### config.mk
export PLATFORM = sky130hd
export DESIGN_NAME = gpio_cfg_guard
export DESIGN_NICKNAME = d
export VERILOG_FILES = /design/src/rtl/gpcfg_pkg.sv /design/src/rtl/gpcfg_lock_fsm.sv /design/src/rtl/gpcfg_regs.sv /design/src/rtl/gpcfg_pin_mux.sv /design/src/rtl/gpio_cfg_guard.sv
export SDC_FILE = /design/constraint.sdc
export NUM_CORES = 1
export LEC_CHECK = 0
export BUFFER_PORTS_ARGS = -buffer_cell sky130_fd_sc_hd__buf_2
export CAP_MARGIN = 20
export CORE_AREA = 2 2 151 153
export CTS_BUF_LIST = sky130_fd_sc_hd__clkbuf_4 sky130_fd_sc_hd__clkbuf_8
export DETAILED_ROUTE_END_ITERATION = 7
export DIE_AREA = 0 0 153 155
export RECOVER_POWER = 100
export SLEW_MARGIN = 20
export SYNTH_ARGS = -nofsm -noshare
export SYNTH_HDL_FRONTEND = slang
export SYNTH_SLANG_ARGS = --single-unit
### constraint.sdc
create_clock -name clk -period 2.6 [get_ports clk]
set_clock_uncertainty 0.1 [all_clocks]
set_input_delay 0.78 -clock clk [delete_from_list [all_inputs] [get_ports clk]]
set_output_delay 0.78 -clock clk [all_outputs]
set_load 0.02 [all_outputs]
### src/rtl/gpcfg_pkg.sv
package gpcfg_pkg;

    localparam int REG_IDX_W = 4;

    typedef enum logic [REG_IDX_W-1:0] {
        IDX_DATA   = 4'd0,
        IDX_DIR    = 4'd1,
        IDX_ALT    = 4'd2,
        IDX_FSEL   = 4'd3,
        IDX_PULLUP = 4'd4,
        IDX_PULLDN = 4'd5,
        IDX_DEN    = 4'd6,
        IDX_KEY    = 4'd7,
        IDX_COMMIT = 4'd8
    } reg_idx_e;

    typedef enum logic {
        ST_LOCKED   = 1'b0,
        ST_UNLOCKED = 1'b1
    } lock_state_e;

endpackage

### src/rtl/gpcfg_lock_fsm.sv
module gpcfg_lock_fsm
    import gpcfg_pkg::*;
#(
    parameter int          DATA_W     = 32,
    parameter logic [31:0] UNLOCK_KEY = 32'h5A17_C0DE
) (
    input  logic              clk,
    input  logic              rst_n,
    input  logic              key_wr,
    input  logic [DATA_W-1:0] key_wdata,
    output logic              unlocked
);

    localparam logic [DATA_W-1:0] KEY_VAL = DATA_W'(UNLOCK_KEY);

    lock_state_e state_q, state_d;
    logic        key_match;

    assign key_match = (key_wdata == KEY_VAL);

    // state register
    always_ff @(posedge clk or negedge rst_n) begin
        if (!rst_n) begin
            state_q <= ST_LOCKED;
        end else begin
            state_q <= state_d;
        end
    end

    // next state: KEY_MATCH and KEY_MISS transitions
    always_comb begin
        state_d = state_q;
        unique case (state_q)
            ST_LOCKED: begin
                if (key_wr && key_match) begin
                    state_d = ST_UNLOCKED;
                end
            end
            ST_UNLOCKED: begin
                if (key_wr && !key_match) begin
                    state_d = ST_LOCKED;
                end
            end
            default: state_d = ST_LOCKED;
        endcase
    end

    // outputs
    always_comb begin
        unique case (state_q)
            ST_UNLOCKED: unlocked = 1'b1;
            default:     unlocked = 1'b0;
        endcase
    end

    AST_KEY_MISS_LOCKS: assert property (@(posedge clk) disable iff (!rst_n)
        (key_wr && !key_match) |=> !unlocked);

    AST_KEY_MATCH_OPENS: assert property (@(posedge clk) disable iff (!rst_n)
        (key_wr && key_match) |=> unlocked);

    AST_LOCK_HOLDS: assert property (@(posedge clk) disable iff (!rst_n)
        (!key_wr) |=> (unlocked == $past(unlocked)));

endmodule

### src/rtl/gpcfg_regs.sv
module gpcfg_regs
    import gpcfg_pkg::*;
#(
    parameter int NPINS      = 8,
    parameter int FSEL_W     = 4,
    parameter int DATA_W     = 32,
    parameter logic [NPINS-1:0] PROT_MASK = 8'h0F,
    parameter int DEBUG_FUNC = 1
) (
    input  logic                    clk,
    input  logic                    rst_n,
    input  logic                    wr_en,
    input  logic [REG_IDX_W-1:0]    addr,
    input  logic [DATA_W-1:0]       wdata,
    input  logic                    unlocked,
    output logic [DATA_W-1:0]       rdata,
    output logic [NPINS-1:0]        data_q,
    output logic [NPINS-1:0]        dir_q,
    output logic [NPINS-1:0]        alt_q,
    output logic [NPINS*FSEL_W-1:0] fsel_q,
    output logic [NPINS-1:0]        pu_q,
    output logic [NPINS-1:0]        pd_q,
    output logic [NPINS-1:0]        den_q
);

    localparam int FSEL_BITS = NPINS * FSEL_W;
    localparam logic [NPINS-1:0] PROT = PROT_MASK;

    function automatic logic [FSEL_BITS-1:0] fsel_reset_val();
        logic [FSEL_BITS-1:0] v;
        v = '0;
        for (int p = 0; p < NPINS; p++) begin
            if (PROT[p]) begin
                v[p*FSEL_W +: FSEL_W] = FSEL_W'(DEBUG_FUNC);
            end
        end
        return v;
    endfunction

    localparam logic [FSEL_BITS-1:0] FSEL_RST = fsel_reset_val();

    reg_idx_e         idx;
    logic [NPINS-1:0] cr_q;
    logic [NPINS-1:0] wd_pin;
    logic [NPINS-1:0] wmask;
    logic [NPINS-1:0] set_bits;

    assign idx      = reg_idx_e'(addr);
    assign wd_pin   = wdata[NPINS-1:0];
    // unprotected bits always pass; protected ones need unlock and commit
    assign wmask    = ~PROT | (cr_q & PROT & {NPINS{unlocked}});
    assign set_bits = wd_pin & wmask;

    always_ff @(posedge clk or negedge rst_n) begin
        if (!rst_n) begin
            data_q <= '0;
            dir_q  <= '0;
            alt_q  <= PROT;
            fsel_q <= FSEL_RST;
            pu_q   <= PROT;
            pd_q   <= '0;
            den_q  <= PROT;
            cr_q   <= '0;
        end else if (wr_en) begin
            unique case (idx)
                IDX_DATA:   data_q <= wd_pin;
                IDX_DIR:    dir_q  <= wd_pin;
                IDX_ALT:    alt_q  <= (alt_q & ~wmask) | set_bits;
                IDX_FSEL:   fsel_q <= wdata[FSEL_BITS-1:0];
                IDX_PULLUP: begin
                    pu_q <= (pu_q & ~wmask) | set_bits;
                    pd_q <= pd_q & ~set_bits;
                end
                IDX_PULLDN: begin
                    pd_q <= (pd_q & ~wmask) | set_bits;
                    pu_q <= pu_q & ~set_bits;
                end
                IDX_DEN:    den_q  <= (den_q & ~wmask) | set_bits;
                IDX_COMMIT: begin
                    if (unlocked) begin
                        cr_q <= wd_pin & PROT;
                    end
                end
                default: ;
            endcase
        end
    end

    always_comb begin
        rdata = '0;
        unique case (idx)
            IDX_DATA:   rdata[NPINS-1:0]     = data_q;
            IDX_DIR:    rdata[NPINS-1:0]     = dir_q;
            IDX_ALT:    rdata[NPINS-1:0]     = alt_q;
            IDX_FSEL:   rdata[FSEL_BITS-1:0] = fsel_q;
            IDX_PULLUP: rdata[NPINS-1:0]     = pu_q;
            IDX_PULLDN: rdata[NPINS-1:0]     = pd_q;
            IDX_DEN:    rdata[NPINS-1:0]     = den_q;
            IDX_KEY:    rdata[0]             = ~unlocked;
            IDX_COMMIT: rdata[NPINS-1:0]     = cr_q | ~PROT;
            default:    rdata                = '0;
        endcase
    end

    AST_PROT_FROZEN_LOCKED: assert property (@(posedge clk) disable iff (!rst_n)
        !unlocked |=> $stable({alt_q & PROT, pu_q & PROT, pd_q & PROT, den_q & PROT}));

    AST_COMMIT_FROZEN_LOCKED: assert property (@(posedge clk) disable iff (!rst_n)
        !unlocked |=> $stable(cr_q));

    AST_PULL_EXCLUSIVE: assert property (@(posedge clk) disable iff (!rst_n)
        (pu_q & pd_q) == '0);

    AST_UNUSED_IDX_NO_WRITE: assert property (@(posedge clk) disable iff (!rst_n)
        (wr_en && addr > REG_IDX_W'(IDX_COMMIT)) |=>
        $stable({data_q, dir_q, alt_q, fsel_q, pu_q, pd_q, den_q, cr_q}));

endmodule

### src/rtl/gpcfg_pin_mux.sv
module gpcfg_pin_mux #(
    parameter int FSEL_W = 4,
    parameter int NFUNC  = 1 << FSEL_W
) (
    input  logic              alt,
    input  logic              den,
    input  logic              gpio_out,
    input  logic              gpio_dir,
    input  logic [FSEL_W-1:0] fsel,
    input  logic [NFUNC-1:0]  src_out,
    input  logic [NFUNC-1:0]  src_oe,
    input  logic              tmp_en,
    input  logic              tmp_out,
    input  logic              tmp_oe,
    output logic              pad_out,
    output logic              pad_oe
);

    logic sel_out;
    logic sel_oe;

    always_comb begin
        if (alt) begin
            sel_out = src_out[fsel];
            sel_oe  = src_oe[fsel];
        end else begin
            sel_out = gpio_out;
            sel_oe  = gpio_dir;
        end
        if (tmp_en) begin
            pad_out = tmp_out;
            pad_oe  = tmp_oe;
        end else begin
            pad_out = sel_out;
            pad_oe  = sel_oe & den;
        end
    end

endmodule

### src/rtl/gpio_cfg_guard.sv
module gpio_cfg_guard
    import gpcfg_pkg::*;
#(
    parameter int          NPINS      = 8,
    parameter int          FSEL_W     = 4,
    parameter int          DATA_W     = 32,
    parameter logic [7:0]  PROT_MASK  = 8'h0F,
    parameter int          DEBUG_FUNC = 1,
    parameter logic [31:0] UNLOCK_KEY = 32'h5A17_C0DE,
    localparam int         NFUNC      = 1 << FSEL_W
) (
    input  logic                   clk,
    input  logic                   rst_n,
    input  logic [REG_IDX_W-1:0]   bus_addr,
    input  logic                   bus_we,
    input  logic [DATA_W-1:0]      bus_wdata,
    output logic [DATA_W-1:0]      bus_rdata,
    input  logic [NPINS*NFUNC-1:0] periph_out,
    input  logic [NPINS*NFUNC-1:0] periph_oe,
    input  logic [NPINS-1:0]       tamper_en,
    input  logic [NPINS-1:0]       tamper_out,
    input  logic [NPINS-1:0]       tamper_oe,
    output logic [NPINS-1:0]       pad_out,
    output logic [NPINS-1:0]       pad_oe,
    output logic [NPINS-1:0]       pad_pu,
    output logic [NPINS-1:0]       pad_pd,
    output logic [NPINS-1:0]       pad_den
);

    logic                    unlocked;
    logic                    key_wr;
    logic [NPINS-1:0]        data_q;
    logic [NPINS-1:0]        dir_q;
    logic [NPINS-1:0]        alt_q;
    logic [NPINS*FSEL_W-1:0] fsel_q;

    assign key_wr = bus_we && (bus_addr == REG_IDX_W'(IDX_KEY));

    gpcfg_lock_fsm #(
        .DATA_W     (DATA_W),
        .UNLOCK_KEY (UNLOCK_KEY)
    ) u_lock (
        .clk       (clk),
        .rst_n     (rst_n),
        .key_wr    (key_wr),
        .key_wdata (bus_wdata),
        .unlocked  (unlocked)
    );

    gpcfg_regs #(
        .NPINS      (NPINS),
        .FSEL_W     (FSEL_W),
        .DATA_W     (DATA_W),
        .PROT_MASK  (PROT_MASK[NPINS-1:0]),
        .DEBUG_FUNC (DEBUG_FUNC)
    ) u_regs (
        .clk      (clk),
        .rst_n    (rst_n),
        .wr_en    (bus_we),
        .addr     (bus_addr),
        .wdata    (bus_wdata),
        .unlocked (unlocked),
        .rdata    (bus_rdata),
        .data_q   (data_q),
        .dir_q    (dir_q),
        .alt_q    (alt_q),
        .fsel_q   (fsel_q),
        .pu_q     (pad_pu),
        .pd_q     (pad_pd),
        .den_q    (pad_den)
    );

    for (genvar p = 0; p < NPINS; p++) begin : g_pin
        gpcfg_pin_mux #(
            .FSEL_W (FSEL_W),
            .NFUNC  (NFUNC)
        ) u_mux (
            .alt      (alt_q[p]),
            .den      (pad_den[p]),
            .gpio_out (data_q[p]),
            .gpio_dir (dir_q[p]),
            .fsel     (fsel_q[p*FSEL_W +: FSEL_W]),
            .src_out  (periph_out[p*NFUNC +: NFUNC]),
            .src_oe   (periph_oe[p*NFUNC +: NFUNC]),
            .tmp_en   (tamper_en[p]),
            .tmp_out  (tamper_out[p]),
            .tmp_oe   (tamper_oe[p]),
            .pad_out  (pad_out[p]),
            .pad_oe   (pad_oe[p])
        );
    end

    AST_TAMPER_WINS: assert property (@(posedge clk) disable iff (!rst_n)
        ((pad_out & tamper_en) == (tamper_out & tamper_en)) &&
        ((pad_oe & tamper_en) == (tamper_oe & tamper_en)));

    AST_NO_DRIVE_WITHOUT_DEN: assert property (@(posedge clk) disable iff (!rst_n)
        (pad_oe & ~tamper_en & ~pad_den) == '0);

endmodule

==> summary.md, run 1 <==
| Metric | Value |
|---|---|
| Status | `complete, but fails checks` |
| Violated checks | `negative setup slack` |
| Grt total ovfl | `0` |
| Final Routed Wirelength | `26100 um` |
| DRC violations left | `0` |
| Met2 track demand over resource | `36.6%` |
| Final min period | `3.16 ns` |
| First-pass GRT wire length | `40000 um` |
| TritonCTS clock tree | `built` |
| Largest net degree at the start of global routing | `35` |
| Final nets | `1319` |
| Worst-skew pair later-pin latency | `0.37 ns` |
| Leakage | `4.59 nW` |
| Final WS setup | `-0.560 ns` |
| Avg Vias per Cell | `5.34` |
| TritonRoute pass-1 iters | `6` |
| PwrDens | `511 nW/um^2` |
| Setup TNS | `-18.10 ns` |
| VDD IR max | `0.225 mV` |
| CP required | `1.72 ns` |
| Category of the critical setup timing path | `reg2out` |
| #FFs+latches synth | `85` |
| Htree depth | `3` |
| Most Crowded Layer GR | `met2` |
| Synth Instances | `577` |
| Slew @ Worst Pin | `1.12 ns` |
| Core Rows | `55` |
| Post-synth top area share | `25.8%` |
| Setup violations, final | `49` |
| Syn_nets | `896` |
| Hold Buf Count CTS | `0` |
| M1 GR Usage | `27.6%` |
| Startpoint Class | `flop` |
| Area of the core | `22200 sq um` |
| Critical path launch point | `u_regs.fsel_q[8]$_DFFE_PN1P_` |
| Fmax | `316 MHz` |
| Max-Cap Viols | `0` |
| Filler instances | `2151` |
| Post-synthesis sequential area ratio | `32.1%` |
| Period utilization | `122%` |
| Unrepaired setup endpoints after global routing | `true` |
| Global Route Usage Sum | `21.6%` |
| GR Util met3 | `5.32%` |
| Die Y-Extent | `155 um` |
| CTS Buffer Depth | `2` |
| Pre-CTS setup slack | `-0.488 ns` |
| WL per Instance | `20.2 um` |
| Area delta synth->final | `53.3%` |
| DRT antenna net count | `0` |
| DRT iter0 DRCs | `279` |
| Crit path max fanout | `8` |
| Initial antenna violation count | `2` |
| PortBufs | `390` |
| Critical path arrival | `2.28 ns` |
| Ranking of synthesized cells by area | `dfrtp_1, mux4_2, mux2_2` |
| Starting density of the core | `30.1%` |
| Hold Crit Class | `reg2reg` |
| Clock root buffer | `clkbuf_8` |
| CP Capture Type | `output port` |
| Post-synth top area cell | `dfrtp_1` |
| Synth warn | `0` |
| Final-report max-slew violation count | `0` |
| Vias in the first global route | `7275` |
| Vias | `6891` |
| Synthesized area per cell | `11.6 sq um` |
| Die Area | `23700 sq um` |
| Placer Congestion | `0.835` |
| Rel. slew slack | `25.1%` |
| Cts bufs inserted | `9` |
| Num ports | `391` |
| Synthesized area | `6680 sq um` |
| Fraction of layout instances using a drive strength above 1 | `67.5%` |
| Post-DP HPWL | `20600 um` |
| Sink Count | `85` |
| Final hold violation count | `0` |
| Post-synthesis cell type count | `51` |
| Reg clk slew, reported paths | `0.09 ns` |
| Die Wd | `153 um` |
==> cell usage after synthesis, drive strengths merged <==
cell type	number
a222oi	4
buf	45
nand2	30
dfstp	16
clkbuf	20
and4bb	2
a32oi	1
o2bb2ai	1
and2	26
mux2	76
nor2	21
or3	1
nand3b	4
nor3b	10
a21oi	12
o211ai	1
o31ai	2
a21boi	2
a22o	8
a211oi	4
o41ai	1
nand4b	2
a221oi	8
mux4	64
and3	1
and4	2
a211o	6
o21a	1
dfrtp	69
nor2b	13
o22ai	8
nor4bb	3
mux2i	5
o21ai	18
a31oi	7
nand4	9
nand2b	2
a311oi	6
nor4	4
nand3	19
nor4b	2
a22oi	26
inv	15
==> per-layer routing <==
metal / vias up / share of wire (%) / routed length (um)
met5: - / 0.050 / 13
met4: 2 / 1.9 / 490
met3: 35 / 6.6 / 1720
met2: 292 / 50 / 13000
met1: 3447 / 42 / 10800
li1: 3115 / - / -
==> timing repair <==
item                                    CTS  global route
endpoints found under the setup margin   48            48
cloned                                    4             1
buffers inserted                         20             6
pin swaps                                37            24
resized for setup                       163            41
==> final timing paths <==
path / endpoint / slack, ns / cells after the start
worst max register to register: u_regs.cr_q[3]$_DFFE_PN0P_ / 1.12 / 3
worst min-delay path: flop / 0.40 / 2
worst min register to register: flop / 0.40 / 2
worst max-delay path: pad_oe[2] / -0.56 / 6
max in group asynchronous: u_regs.fsel_q[24]$_DFFE_PN0P_ / 0.43 / 2
min in group asynchronous: u_regs.pu_q[4]$_DFFE_PN0P_ / 0.50 / 1
==> cell families (layout without fill, tap and decap cells) <==
family                 Yosys count  count (layout)  share of synthesized area (%)
DFF                             85              85                           32.1
muxes                          145             145                           35.1
AOI/OAI and AO/OA              116             116                           12.4
buffers and inverters           80             508                           6.50
and+or+nand+nor                151             151                           13.9
other                            0               1                              0
==> area by class of cell <==
type	count	area (sq um)	area share, %
well taps	285	357	3.48
flip-flops and latches	85	2150	21.0
inverters	15	56.3	0.550
clock buffers	12	153	1.49
multi-input cells	412	4360	42.5
diodes	1	2.50	0.0244
clock inverters	4	31.3	0.305
repair buffers	477	3140	30.6
==> metrics by stage <==
| step | hold slack [ns] | total power, W | cells | cell area [sq um] | utilization (%) |
|---|---|---|---|---|---|
| 5_1_grt | 0.417 | 0.00557 | 1291 | 10200 | 46.1 |
| 3_3_place_gp | 0.380 | 0.00398 | 1247 | 9260 | 41.6 |
| 6_report | 0.396 | 0.00524 | 1291 | 10200 | 46.1 |
| 4_1_cts | 0.167 | 0.00526 | 1286 | 10200 | 46.1 |
| 2_1_floorplan | 0.384 | 0.00328 | 577 | 6810 | - |
| 3_5_place_dp | 0.378 | 0.00402 | 1247 | 9260 | 41.6 |
==> where the power goes <==
group          switching (W)  internal [W]
clock network       0.000510      0.000401
registers           0.000401       0.00158
logic               0.000934       0.00141
==> worst max-delay path: stages, from the launching register on <==
cell and delay, ns:
dfstp_2 0.56, buf_12 0.13, mux4_2 0.51, a22oi_2 0.19, a31oi_1 0.10, mux2_4 0.28
buf_6 0.13
==> placed cells by master (no fill, tap or decap), types with 7 or more instances in the layout <==
cell type and count:
buf_2 317, dfrtp_1 66, mux2_2 65, mux4_2 64, buf_6 63, buf_4 36
clkbuf_1 35, nand2_1 29, and2_4 25, nor2_1 21, a22oi_2 17, o21ai_0 16
dfstp_2 16, inv_1 15, nand3_1 13, buf_12 13, nor2b_1 12, clkbuf_8 10
a22oi_1 9, nand4_1 9, nor3b_1 8, a21oi_1 8, a22o_1 8, o22ai_1 8
a31oi_1 7
(Power assumes the default switching activity.)
==> run 2: changes to the inputs <==
- CORE_AREA: 2 2 151 153 -> 2 2 152 154
- DIE_AREA: 0 0 153 155 -> 0 0 154 156
- clock period: 2.6 -> 2.95 ns (I/O delays scaled with it)
==> run 2 against run 1 <==
The flow finishes with violations (max-capacitance violations, max-slew violations, negative setup slack). Via count fell by 1.2%. Flip-flop and latch count unchanged. Non-clock buffer count shrank 5. First-iteration DRC count rose by 30%. Largest cell class unchanged. Largest power group unchanged. Sequential power decreased by 11%. Sequential share of layout area rose by 0.17 points. Total power is 12% lower. Cell count is 0.39% lower. Count of clock-buffer cells in the layout fell by 2. Global-route usage down 0.087 points. Critical path depth grew 2. Register-to-register slack improved by 0.38 ns.
==> summary.md, run 2 (synthesis results as in run 1) <==
| Metric | Value |
|---|---|
| Die Y-Extent | `156 um (+0.65%)` |
| Num ports | `391 (unchanged)` |
| Rel. slew slack | `-6.35% (-31 points)` |
| Largest net degree at the start of global routing | `46 (+31%)` |
| Violated checks | `max-capacitance violations, max-slew violations, negative setup slack` |
| PwrDens | `452 nW/um^2 (-12%)` |
| Psw | `0.00165 W (-10%)` |
| Status | `complete, but fails checks` |
| Unrepaired setup endpoints after global routing | `true` |
| Flop pwr share | `38.5% (+0.7 points)` |
| Area of the core | `22400 sq um (+0.62%)` |
| Vias | `6809 (-1.2%)` |
| Initial antenna violation count | `1 (-1)` |
| Cts bufs inserted | `9 (unchanged)` |
| Fmax | `304 MHz` |
| Area delta synth->final | `52.6%` |
| Commonest cells after routing, fill and taps aside | `buf_2, buf_6, dfrtp_1` |
| Critical path launch point | `bus_addr[1]` |
| Final-report max-slew violation count | `29 (+29)` |
| Post-DP HPWL | `20300 um (-1.4%)` |
| VDD IR max | `0.200 mV (-11%)` |
| Hold Buf Count CTS | `0 (unchanged)` |
| CP required | `1.97 ns (+0.25 ns)` |
| Met2 track demand over resource | `36.6% (+0.085 points)` |
| Critical path arrival | `2.30 ns (+0.02 ns)` |
| Non-filler instance count after layout | `1286 (-0.39%)` |
| DRT iter0 DRCs | `362 (+30%)` |
| Filler instances | `2107 (-2.0%)` |
| Final WS setup | `-0.339 ns (+0.221 ns)` |
| Hold Crit Class | `reg2reg` |
| Starting density of the core | `29.9% (-0.18 points)` |
| CTS Buffer Depth | `2 (unchanged)` |
| Clock root buffer | `clkbuf_8` |
| Leakage | `4.56 nW (-0.79%)` |
| Int Power | `0.00296 W (-13%)` |
| First-pass GRT wire length | `39500 um (-1.3%)` |
| CP Capture Type | `output port` |
| Sink Count | `85 (unchanged)` |
| M1 GR Usage | `27.4% (-0.14 points)` |
| Sw frac | `35.9% (+0.64 points)` |
| Fin Hold WS | `0.399 ns (+0.00215 ns)` |
| Fin util | `45.6% (-0.49 points)` |
| Clock network power share | `17.6% (+0.2 points)` |
| TritonCTS clock tree | `built` |
| # placed instances | `1232 (-1.2%)` |
| TritonRoute pass-1 iters | `5 (-1)` |
| Final hold violation count | `0 (unchanged)` |
| Final Routed Wirelength | `26400 um (+1.4%)` |
| Setup violations, final | `48 (-2.0%)` |
| Period utilization | `111%` |
| DRT antenna net count | `0 (unchanged)` |
| Startpoint Class | `input pin` |
| Fraction of layout instances using a drive strength above 1 | `67.5% (about the same)` |
| Htree depth | `3 (unchanged)` |
| Crit path max fanout | `8 (unchanged)` |
| Reg clk slew, reported paths | `0.10 ns (about the same)` |
| DRC violations left | `0 (unchanged)` |
| Final min period | `3.29 ns` |
| Die Wd | `154 um (+0.65%)` |
| Setup TNS | `-11.52 ns (+6.58 ns)` |
| Avg Vias per Cell | `5.29 (-0.81%)` |
| WL per Instance | `20.5 um (+1.7%)` |
| Category of the critical setup timing path | `in2out` |
| Placer Congestion | `0.829 (-0.74%)` |
| Pre-CTS setup slack | `-0.532 ns (-0.0437 ns)` |
| Global Route Usage Sum | `21.5% (-0.087 points)` |
| Most common cell after layout, fill and taps aside | `buf_2` |
| Most Crowded Layer GR | `met2` |
| Core Rows | `55 (unchanged)` |
| Vias in the first global route | `6996 (-3.8%)` |
| Final nets | `1314 (-0.38%)` |
| Max-Cap Viols | `1 (+1)` |
| Grt total ovfl | `0 (unchanged)` |
| Die Area | `24000 sq um (+1.3%)` |
| Logic pwr share | `43.9% (-0.9 points)` |
| GR Util met3 | `3.94% (-1.4 points)` |
| Worst-skew pair later-pin latency | `0.38 ns (about the same)` |
| Slew @ Worst Pin | `1.60 ns (+0.472 ns)` |
| PortBufs | `390 (unchanged)` |
run 2: cell types whose count changed in the layout (fill, tap and decap cells not counted), sizes merged:
cell	change
clkinv	-2
buf	-9
clkbuf	+2
inv	+1
clkinvlp	+3
run 2: final timing paths:
kind	endpoint	slack, ns	depth (start not counted)
max	bus_rdata[5]	-0.34	8
min	flop	0.40	2
max reg2reg	u_regs.cr_q[0]$_DFFE_PN0P_	1.50	3
min reg2reg	flop	0.40	2
max in group asynchronous	u_regs.dir_q[3]$_DFFE_PN0P_	0.43	2
min in group asynchronous	u_regs.fsel_q[22]$_DFFE_PN0P_	0.79	1
run 2: per-stage QoR:
step           area [sq um]  power (W)
2_1_floorplan          6760    0.00288
3_3_place_gp           9050    0.00344
3_5_place_dp           9050    0.00347
4_1_cts               10100    0.00457
5_1_grt               10200    0.00489
6_report              10200    0.00461
run 2: repair_timing:
action,in CTS,in global routing
setup buffers,28,8
endpoints found under the setup margin,48,48
pin swaps,35,24
gates cloned,2,1
resized for setup,173,50
run 2: layout make-up:
type	instances	area, sq um	share of cell area (%)
Antenna cell	1	2.50	0.0245
Clock buffer	10	138	1.35
Clock inverter	6	45.0	0.442
Inverter	15	58.8	0.577
Multi-Input combinational cell	412	4380	42.9
Sequential cell	85	2160	21.2
Tap cell	285	357	3.50
Timing Repair Buffer	472	3060	30.0
run 2: power by group through the flow:
stage	clock (W)	sequential [W]	combinational, W
5_1_grt	0.000894	0.00183	0.00217
4_1_cts	0.000839	0.00176	0.00197
6_report	0.000812	0.00177	0.00202
3_3_place_gp	0	0.00181	0.00164
2_1_floorplan	0	0.00157	0.00130
3_5_place_dp	0	0.00181	0.00166
run 2: critical path, cell delays in order:
cell and delay, ns:
buf_8 0.12, buf_6 0.12, clkbuf_1 0.12, nor4_4 0.30, clkbuf_1 0.35, a22oi_2 0.08, nand4_1 0.17, buf_6 0.15
run 2: per-layer routing:
layer,part of all wire [%],vias to the layer above
li1,-,3093
met1,41,3400
met2,50,276
met3,6.0,40
met4,2.6,0
met5,0,-
==> run 3: changes to the inputs <==
- BUFFER_PORTS_ARGS: -buffer_cell sky130_fd_sc_hd__buf_2 -> default
- CAP_MARGIN: 20 -> default
- DONT_BUFFER_PORTS: default -> 1
==> run 3 against run 2 <==
The run ends with negative setup slack left. Largest cell class unchanged. Count of clock-buffer cells in the layout did not move. Routed wire length fell by 11%. Setup slack improved by 0.0097 ns. Total power fell by 9.7%. Combinational power fell by 24%. Global-route usage fell by 2.6 points. Register-to-register slack barely moved. Critical path depth fell by 3. Die area did not move. First-iteration DRC count fell by 11%. Fmax rose by 0.30%.
==> summary.md, run 3 (synthesis results as in run 1) <==
| Metric | Value |
|---|---|
| Die Wd | `154 um (unchanged)` |
| Initial antenna violation count | `3 (+2)` |
| TritonCTS clock tree | `built` |
| VDD IR max | `0.216 mV (+7.9%)` |
| Status | `complete, but fails checks` |
| Htree depth | `3 (unchanged)` |
| Critical path arrival | `2.29 ns (about the same)` |
| Top delay family on crit path | `buffers and inverters` |
| Global Route Usage Sum | `18.9% (-2.6 points)` |
| Die Y-Extent | `156 um (unchanged)` |
| CTS Buffer Depth | `2 (unchanged)` |
| DRC violations left | `0 (unchanged)` |
| Critical path's slowest cell | `clkbuf_1` |
| Fmax | `305 MHz (+0.30%)` |
| Final WS setup | `-0.329 ns (+0.00969 ns)` |
| Area delta synth->final | `13.3%` |
| Fraction of layout instances using a drive strength above 1 | `42.0% (-25 points)` |
| Unrepaired setup endpoints after global routing | `true` |
| DRT antenna net count | `0 (unchanged)` |
| Power consumption | `0.00416 W (-9.7%)` |
| Vias | `5260 (-23%)` |
| CP Cell Sequence | `nor4b_1 > clkbuf_1 > a222oi_1 > nand4_1 > buf_4` |
| Crit path max fanout | `10 (+2)` |
| TritonRoute pass-1 iters | `5 (unchanged)` |
| Clock root buffer | `clkbuf_8` |
| Hold Buf Count CTS | `0 (unchanged)` |
| Period utilization | `111% (-0.33 points)` |
| Starting density of the core | `29.9% (unchanged)` |
| Placer Congestion | `0.874 (+5.4%)` |
| Worst-skew pair later-pin latency | `0.38 ns (about the same)` |
| # placed instances | `833 (-32%)` |
| Largest stage delay on the critical path | `0.61 ns (+0.26 ns)` |
| Startpoint Class | `input pin` |
| CP Capture Type | `output port` |
| Max-Cap Viols | `0 (-1)` |
| CP required | `1.97 ns (about the same)` |
| Final min period | `3.28 ns (-0.00969 ns)` |
| Non-filler instance count after layout | `875 (-32%)` |
| Final-report max-slew violation count | `0 (-100%)` |
| DRT iter0 DRCs | `323 (-11%)` |
| Final Routed Wirelength | `23600 um (-11%)` |
| First-pass GRT wire length | `33700 um (-14%)` |
| Core Rows | `55 (unchanged)` |
| Vias in the first global route | `5377 (-23%)` |
| Commonest cells after routing, fill and taps aside | `mux4_2, dfrtp_1, mux2_2` |
| PwrDens | `550 nW/um^2 (+22%)` |
| Sink Count | `85 (unchanged)` |
| Violated checks | `negative setup slack` |
| Setup violations, final | `44 (-8.3%)` |
| Final nets | `902 (-31%)` |
| Reg clk slew, reported paths | `0.11 ns (about the same)` |
| CP Buf/Inv Count | `2 (-3)` |
| Cts bufs inserted | `9 (unchanged)` |
| PortBufs | `0 (-100%)` |
| Die Area | `24000 sq um (unchanged)` |
| Post-DP HPWL | `18400 um (-9.4%)` |
| Final hold violation count | `0 (unchanged)` |
| Hold Crit Class | `in2async` |
| Leakage | `2.79 nW (-39%)` |
| Slew @ Worst Pin | `0.748 ns (-0.848 ns)` |
| Area of the core | `22400 sq um (unchanged)` |
| Num ports | `391 (unchanged)` |
| WL per Instance | `27.0 um (+31%)` |
| Rel. slew slack | `50.2% (+57 points)` |
| Largest net degree at the start of global routing | `86 (+87%)` |
| Avg Vias per Cell | `6.01 (+14%)` |
| Category of the critical setup timing path | `in2out` |
| Grt total ovfl | `0 (unchanged)` |
==> run 3: per-stage QoR <==
step / setup TNS (ns) / util (%) / setup WS (ns) / hold slack [ns] / instance area [sq um]
after global routing: -8.75 / 33.9 / -0.416 / 0.0558 / 7570
after detailed placement: -1.84 / 31.2 / -0.254 / 0.422 / 6990
after global placement: -1.85 / 31.2 / -0.248 / 0.414 / 6990
final: -5.63 / 33.9 / -0.329 / 0.0852 / 7570
after floorplan: -0.100 / - / -0.0159 / 0.393 / 6760
after CTS: -2.83 / 33.9 / -0.311 / 0.0628 / 7580
==> run 3: path summary, 6_finish.rpt <==
path                                             start                     endpoint  slack (ns)  cells past startpoint
max in group asynchronous                        rst_n   asynchronous set/reset pin        2.41                      0
hold / removal                                   rst_n   u_regs.pd_q[4]$_DFFE_PN0P_        0.09                      0
min in group clk           u_regs.dir_q[6]$_DFFE_PN0P_  u_regs.dir_q[6]$_DFFE_PN0P_        0.45                      1
setup / recovery                           bus_addr[3]                 bus_rdata[3]       -0.33                      5
setup reg to reg                                  flop   u_regs.cr_q[3]$_DFFE_PN0P_        1.50                      3
hold reg to reg            u_regs.dir_q[6]$_DFFE_PN0P_  u_regs.dir_q[6]$_DFFE_PN0P_        0.45                      1
==> run 3: routing by layer <==
layer / part of all wire [%] / wire (um) / vias up / global-route usage [%]
li1: - / - / 2271 / -
met1: 41 / 9600 / 2685 / 23.6
met2: 49 / 11600 / 275 / 31.3
met3: 8.3 / 1970 / 27 / 6.14
met4: 1.9 / 456 / 2 / 5.74
met5: 0.068 / 16 / - / 0
==> run 3: final cells by class <==
type	instances	area (sq um)
diodes	2	5.00
clock buffers	10	131
clock inverters	6	47.5
fillers	2225	14800
inverters	15	56.3
multi-input cells	412	4230
flip-flops and latches	85	2160
well taps	285	357
repair buffers	60	583
==> run 3: worst register-to-register path, stage by stage, from the launching register on <==
cell     delay, ns
dfrtp_1       0.38
buf_4         0.20
and3_1        0.29
mux2_2        0.36
==> run 3: power breakdown <==
group	leakage [nW]	internal (W)	switching, W
Sequential	1.01	0.00139	0.000421
Clock	0.0790	0.000321	0.000489
Combinational	1.70	0.000975	0.000563
Total	2.79	0.00269	0.00147
==> run 3: repair_timing <==
| action | CTS | global route |
|---|---|---|
| gates cloned | 0 | 1 |
| setup endpoints to repair | 23 | 28 |
| pin swaps | 26 | 17 |
| buffers inserted | 20 | 3 |
| gates resized for setup | 49 | 17 |
